## src/rtl/burst_seq_pkg.sv

```systemverilog
package burst_seq_pkg;

  // Strobes from the control module to the datapath
  typedef struct packed {
    logic loadNew;   // capture address and command
    logic stepBeat;  // advance within the current burst
  } seqStrobe_t;

  typedef enum logic {
    ORDER_LINEAR     = 1'b0,
    ORDER_INTERLEAVE = 1'b1
  } burstOrder_e;

endpackage

```

## src/rtl/burst_ctrl.sv

```systemverilog
module burst_ctrl
  import burst_seq_pkg::*;
#(
  parameter int BEAT_W = 2
) (
  input  logic              clk,
  input  logic              rst,
  input  logic              advance,
  output seqStrobe_t        strobes,
  output logic [BEAT_W-1:0] beatCnt,
  output logic              burstCont
);

  always_comb begin
    strobes.loadNew  = !advance;
    strobes.stepBeat = advance;
  end

  // The beat counter wraps naturally, so a fifth beat revisits the start
  always_ff @(posedge clk) begin
    if (rst) begin
      beatCnt   <= '0;
      burstCont <= 1'b0;
    end else if (strobes.loadNew) begin
      beatCnt   <= '0;
      burstCont <= 1'b0;
    end else begin
      beatCnt   <= beatCnt + 1'b1;
      burstCont <= 1'b1;
    end
  end

endmodule

```

## src/rtl/burst_order.sv

```systemverilog
module burst_order
  import burst_seq_pkg::*;
#(
  parameter int BEAT_W = 2
) (
  input  logic [BEAT_W-1:0] startLow,
  input  logic [BEAT_W-1:0] beat,
  input  logic              orderSel,
  output logic [BEAT_W-1:0] seqLow
);

  logic [BEAT_W-1:0] xorLow;
  logic [BEAT_W-1:0] sumLow;

  genvar gi;
  generate
    for (gi = 0; gi < BEAT_W; gi++) begin : g_xor
      assign xorLow[gi] = startLow[gi] ^ beat[gi];
    end
  endgenerate

  assign sumLow = startLow + beat;

  always_comb begin
    if (burstOrder_e'(orderSel) == ORDER_INTERLEAVE) seqLow = xorLow;
    else                                             seqLow = sumLow;
  end

endmodule

```

## src/rtl/burst_datapath.sv

```systemverilog
module burst_datapath
  import burst_seq_pkg::*;
#(
  parameter int ADDR_W = 20,
  parameter int BEAT_W = 2
) (
  input  logic              clk,
  input  logic              rst,
  input  seqStrobe_t        strobes,
  input  logic [ADDR_W-1:0] addrIn,
  input  logic              selEn,
  input  logic              wrEn,
  input  logic [BEAT_W-1:0] beatCnt,
  input  logic              orderSel,
  output logic [ADDR_W-1:0] addrOut,
  output logic              opSel,
  output logic              opWrite
);

  localparam int UPPER_W = ADDR_W - BEAT_W;

  logic [UPPER_W-1:0] baseUpper;
  logic [BEAT_W-1:0]  baseLow;
  logic [BEAT_W-1:0]  curLow;

  always_ff @(posedge clk) begin
    if (rst) begin
      baseUpper <= '0;
      baseLow   <= '0;
      opSel     <= 1'b0;
      opWrite   <= 1'b0;
    end else if (strobes.loadNew) begin
      baseUpper <= addrIn[ADDR_W-1:BEAT_W];
      baseLow   <= addrIn[BEAT_W-1:0];
      opSel     <= selEn;
      opWrite   <= wrEn;
    end
  end

  burst_order #(.BEAT_W(BEAT_W)) i_order (
    .startLow (baseLow),
    .beat     (beatCnt),
    .orderSel (orderSel),
    .seqLow   (curLow)
  );

  assign addrOut = {baseUpper, curLow};

endmodule

```

## src/rtl/burst_addr_seq.sv

```systemverilog
module burst_addr_seq
  import burst_seq_pkg::*;
#(
  parameter int ADDR_W = 20
) (
  input  logic              clk,
  input  logic              rst,
  input  logic              advance,
  input  logic [ADDR_W-1:0] addrIn,
  input  logic              selEn,
  input  logic              wrEn,
  input  logic              orderSel,
  output logic [ADDR_W-1:0] addrOut,
  output logic              burstCont,
  output logic              opSel,
  output logic              opWrite
);

  localparam int BEAT_W = 2;

  seqStrobe_t        strobes;
  logic [BEAT_W-1:0] beatCnt;

  burst_ctrl #(.BEAT_W(BEAT_W)) i_ctrl (
    .clk       (clk),
    .rst       (rst),
    .advance   (advance),
    .strobes   (strobes),
    .beatCnt   (beatCnt),
    .burstCont (burstCont)
  );

  burst_datapath #(.ADDR_W(ADDR_W), .BEAT_W(BEAT_W)) i_dp (
    .clk      (clk),
    .rst      (rst),
    .strobes  (strobes),
    .addrIn   (addrIn),
    .selEn    (selEn),
    .wrEn     (wrEn),
    .beatCnt  (beatCnt),
    .orderSel (orderSel),
    .addrOut  (addrOut),
    .opSel    (opSel),
    .opWrite  (opWrite)
  );

endmodule

```

## config.mk

```make
export PLATFORM = sky130hd
export DESIGN_NAME = burst_addr_seq
export DESIGN_NICKNAME = d
export VERILOG_FILES = /design/src/rtl/burst_seq_pkg.sv /design/src/rtl/burst_ctrl.sv /design/src/rtl/burst_order.sv /design/src/rtl/burst_datapath.sv /design/src/rtl/burst_addr_seq.sv
export SDC_FILE = /design/constraint.sdc
export NUM_CORES = 1
export LEC_CHECK = 0
export ABC_AREA = 1
export BUFFER_PORTS_ARGS = -buffer_cell sky130_fd_sc_hd__buf_2
export CAP_MARGIN = 40
export CORE_ASPECT_RATIO = 1.1
export CORE_MARGIN = 10
export CORE_UTILIZATION = 47
export CTS_CLUSTER_DIAMETER = 50
export CTS_CLUSTER_SIZE = 16
export DETAILED_ROUTE_END_ITERATION = 10
export PLACE_DENSITY = 0.88
export SLEW_MARGIN = 5
export SYNTH_ARGS = -nofsm -noshare
export SYNTH_HDL_FRONTEND = slang
export SYNTH_SLANG_ARGS = --single-unit
```

## constraint.sdc

```tcl
create_clock -name clk -period 1.8 [get_ports clk]
set_clock_uncertainty 0.2 [all_clocks]
set_input_delay 0.36 -clock clk [delete_from_list [all_inputs] [get_ports clk]]
set_output_delay 0.36 -clock clk [all_outputs]
set_load 0.01 [all_outputs]
```

==> flow_summary.rst <==
.. list-table::
   :header-rows: 1

   * - Metric
     - Value
   * - Num Clock Sinks
     - 25
   * - HPWL after detailed placement
     - between 1500 and 2000 µm
   * - Max-capacitance violation count
     - 0
   * - Cells after synthesis
     - 118
   * - DR iter-0 viols
     - 30
   * - Number of buffers inserted during clock tree synthesis
     - 3
   * - Register bit total from synthesis
     - 25
   * - GRT met2 Usage
     - 21.0%
   * - Final RePlAce weighted congestion
     - around 0.70
   * - Leakage power total
     - ~0.65 nW
   * - Max-Slew Margin vs Limit
     - between 70 and 80%
   * - Post-detailed-route count of antenna-violating nets
     - 0
   * - Wire length of the first global-routing pass
     - between 4000 and 5000 µm
   * - # H-tree levels
     - 1
   * - Met3 track demand over resource
     - 5.87%
   * - TritonCTS clock tree
     - done
   * - Startpoint Class
     - flip-flop
   * - Gr ovfl total
     - 0
   * - Post-Synthesis Net Count
     - ~150
   * - Maximum fanout encountered on the critical timing path
     - 2
   * - Layout cell share with drive strength beyond 1
     - roughly 50%
   * - Post-Route WL
     - roughly 2500 µm
   * - Clock insertion delay at the later pin of the skew report
     - ~0.3 ns
   * - Part of the Yosys area used for sequential elements
     - 50.6%
   * - Met1 Use GR
     - between 10% and 20%
   * - Most common library cell in the layout ignoring fill and taps
     - sky130_fd_sc_hd__buf_2
   * - Area added between synthesis and finish
     - 31.2%
   * - Initial antenna violation count
     - 0
   * - Maximum number of pins on one net before global-route repair
     - 24
   * - Synthesized area per cell
     - 8.39 µm²
   * - Total inserted antenna cells
     - 0
   * - Post-layout net count
     - slightly below 200
   * - Final standard cell utilization of the core
     - approximately 65%
   * - Row count
     - 17
   * - Worst Setup End Kind
     - output pin
   * - Minimum period implied by the final worst setup slack
     - approximately 1.8 ns
   * - Distinct cell type count of the synthesized netlist
     - 16
   * - Total iterations of the first detailed-routing run
     - 3
   * - Maximum resistive drop on vdd
     - between 0.6 and 0.7 mV
   * - Crit path setup slack, layout
     - 0.0290 ns
   * - Overall die width
     - between 60 and 70 µm
   * - Ports
     - just under 50
   * - Floorplan core area
     - around 2000 µm²
   * - Count of final setup violators
     - 0
   * - Measured slew at the worst slew-check pin
     - 0.332 ns
   * - Clock slew at reported path FFs
     - approximately 0.12 ns
   * - Status
     - finished, final reports clean
   * - Sum of negative setup slack
     - 0 ns
   * - Setup slack at placement
     - between 0.2 and 0.3 ns
   * - Total DRC errors in the routed layout
     - 0
   * - Period utilization
     - around 100%
   * - Final-report max-slew violation count
     - 0
   * - Avg Vias per Cell
     - approximately 4.7
   * - Number of global-route vias before repair
     - between 900 and 1,000
   * - Critical Path RT
     - between 1 and 1.5 ns
   * - Path type of the worst setup path
     - reg -> out
   * - Wire length per cell
     - between 10 and 15 µm
   * - Top cell type by total area after synthesis
     - sky130_fd_sc_hd__dfxtp_1
   * - Top library cells by usage in the layout, fill and taps aside
     - sky130_fd_sc_hd__buf_2 (48), sky130_fd_sc_hd__nor2_1 (24), sky130_fd_sc_hd__dfxtp_1 (23)
   * - Vertical die dimension
     - just under 70 µm
   * - Hold buffer count at CTS
     - 0
   * - Clock tree buffer depth
     - 2
   * - Port Buffer Count
     - 48
   * - Die Footprint
     - roughly 4300 µm²
   * - Top post-synthesis cells by area
     - sky130_fd_sc_hd__dfxtp_1 (51%), sky130_fd_sc_hd__nor2_2 (11%), sky130_fd_sc_hd__nor2_1 (9.5%), sky130_fd_sc_hd__o21ai_0 (5.6%), sky130_fd_sc_hd__o21ai_1 (5.6%)
   * - Root Buffer Master
     - sky130_fd_sc_hd__clkbuf_4
   * - Starting Density
     - between 40% and 50%
   * - Yosys warning count
     - 0
   * - Crit path DAT
     - 1.21 ns
   * - Power density over the cells
     - between 800 and 900 nW/µm²
   * - GRT Max-Usage Layer
     - met2
   * - Area fraction of the dominant cell type after synthesis
     - between 50% and 60%
   * - Final hold violation count
     - 0
   * - Cell area after synthesis
     - ~1000 µm²
   * - Global Route Usage Sum
     - approximately 12%
   * - Upper clock frequency limit
     - around 560 MHz
   * - Kind of path behind the tightest hold check
     - in -> reg
   * - RSZ-0062 raised after global routing
     - true
   * - Vias
     - 924
-- cells by family (layout without fill, tap and decap cells) --
kind of cell | count (synthesis) | count (layout) | share of synthesized area, %
AOI/OAI and AO/OA | 23 | 23 | 11.6
xor gates and xnor gates | 1 | 1 | 0.885
adders and majority gates | 1 | 1 | 1.26
buffers and inverters | 14 | 64 | 8.60
DFF | 25 | 25 | 50.6
and+or+nand+nor | 54 | 54 | 27.1
-- final timing paths --
path | end | cells after the start | from | slack, ns
min | i_dp.baseUpper[13] | 3 | addrIn[15] | 0.07
max reg2reg | i_ctrl.beatCnt[1] | 3 | i_ctrl.beatCnt[0] | 0.84
min reg2reg | i_dp.baseUpper[13] | 2 | i_dp.baseUpper[13] | 0.30
max | addrOut[1] | 7 | i_ctrl.beatCnt[0] | 0.03
-- critical path: stages, from the launching register on --
cell                      delay (ns)
sky130_fd_sc_hd__dfxtp_2        0.38
sky130_fd_sc_hd__ha_4           0.14
sky130_fd_sc_hd__inv_2          0.03
sky130_fd_sc_hd__nor2_2         0.07
sky130_fd_sc_hd__nand3_1        0.07
sky130_fd_sc_hd__nand2_1        0.06
sky130_fd_sc_hd__inv_1          0.03
sky130_fd_sc_hd__buf_2          0.13
-- cell usage after synthesis (all sizes together) --
master	count
nand3	2
nor2	45
a21oi	1
o21ai	22
buf	6
nand2	7
dfxtp	25
xnor2	1
ha	1
inv	8
-- power by group --
group	switching (mW)	total, mW	internal [mW]
sequential	0.0255	0.616	0.591
combinational	0.102	0.190	0.0883
clock	0.148	0.235	0.0863
total	0.275	1.04	0.765
-- stage by stage --
step | power, mW | cells | instance area (µm²) | hold WS (ns)
after floorplan | 0.734 | 118 | 990 | 0.230
after global placement | 0.804 | 190 | 1240 | 0.242
after CTS | 1.05 | 196 | 1300 | 0.0650
final | 1.04 | 196 | 1300 | 0.0724
after global routing | 1.11 | 196 | 1300 | 0.0715
after detailed placement | 0.814 | 190 | 1240 | 0.274
-- routing by layer --
metal / wire length, µm / up-vias
li1: - / 469
met1: 1000 / 418
met2: 1220 / 35
met3: 264 / 2
met4: 13 / 0
met5: 0 / -
-- sequential cells by signal (all words and copies together), names as in the netlist --
register,flops
i_dp.opWrite,1
i_ctrl.burstCont,1
i_dp.baseUpper,18
i_ctrl.beatCnt,2
i_dp.opSel,1
i_dp.baseLow,2
-- timing repair --
action | in CTS | in global routing
pin swaps | 4 | 4
endpoints found under the setup margin | 1 | 1
buffers inserted | 2 | 0
gates resized for setup | 6 | 1
-- final cells by class --
class,count,area [µm²]
clock buffer,4,26.3
fill,192,701
inverter,8,30.0
multi-input combinational,79,419
sequential,25,505
tap,28,35.0
timing repair buffer,52,283
No activity file was read; power rests on OpenSTA's default activity.
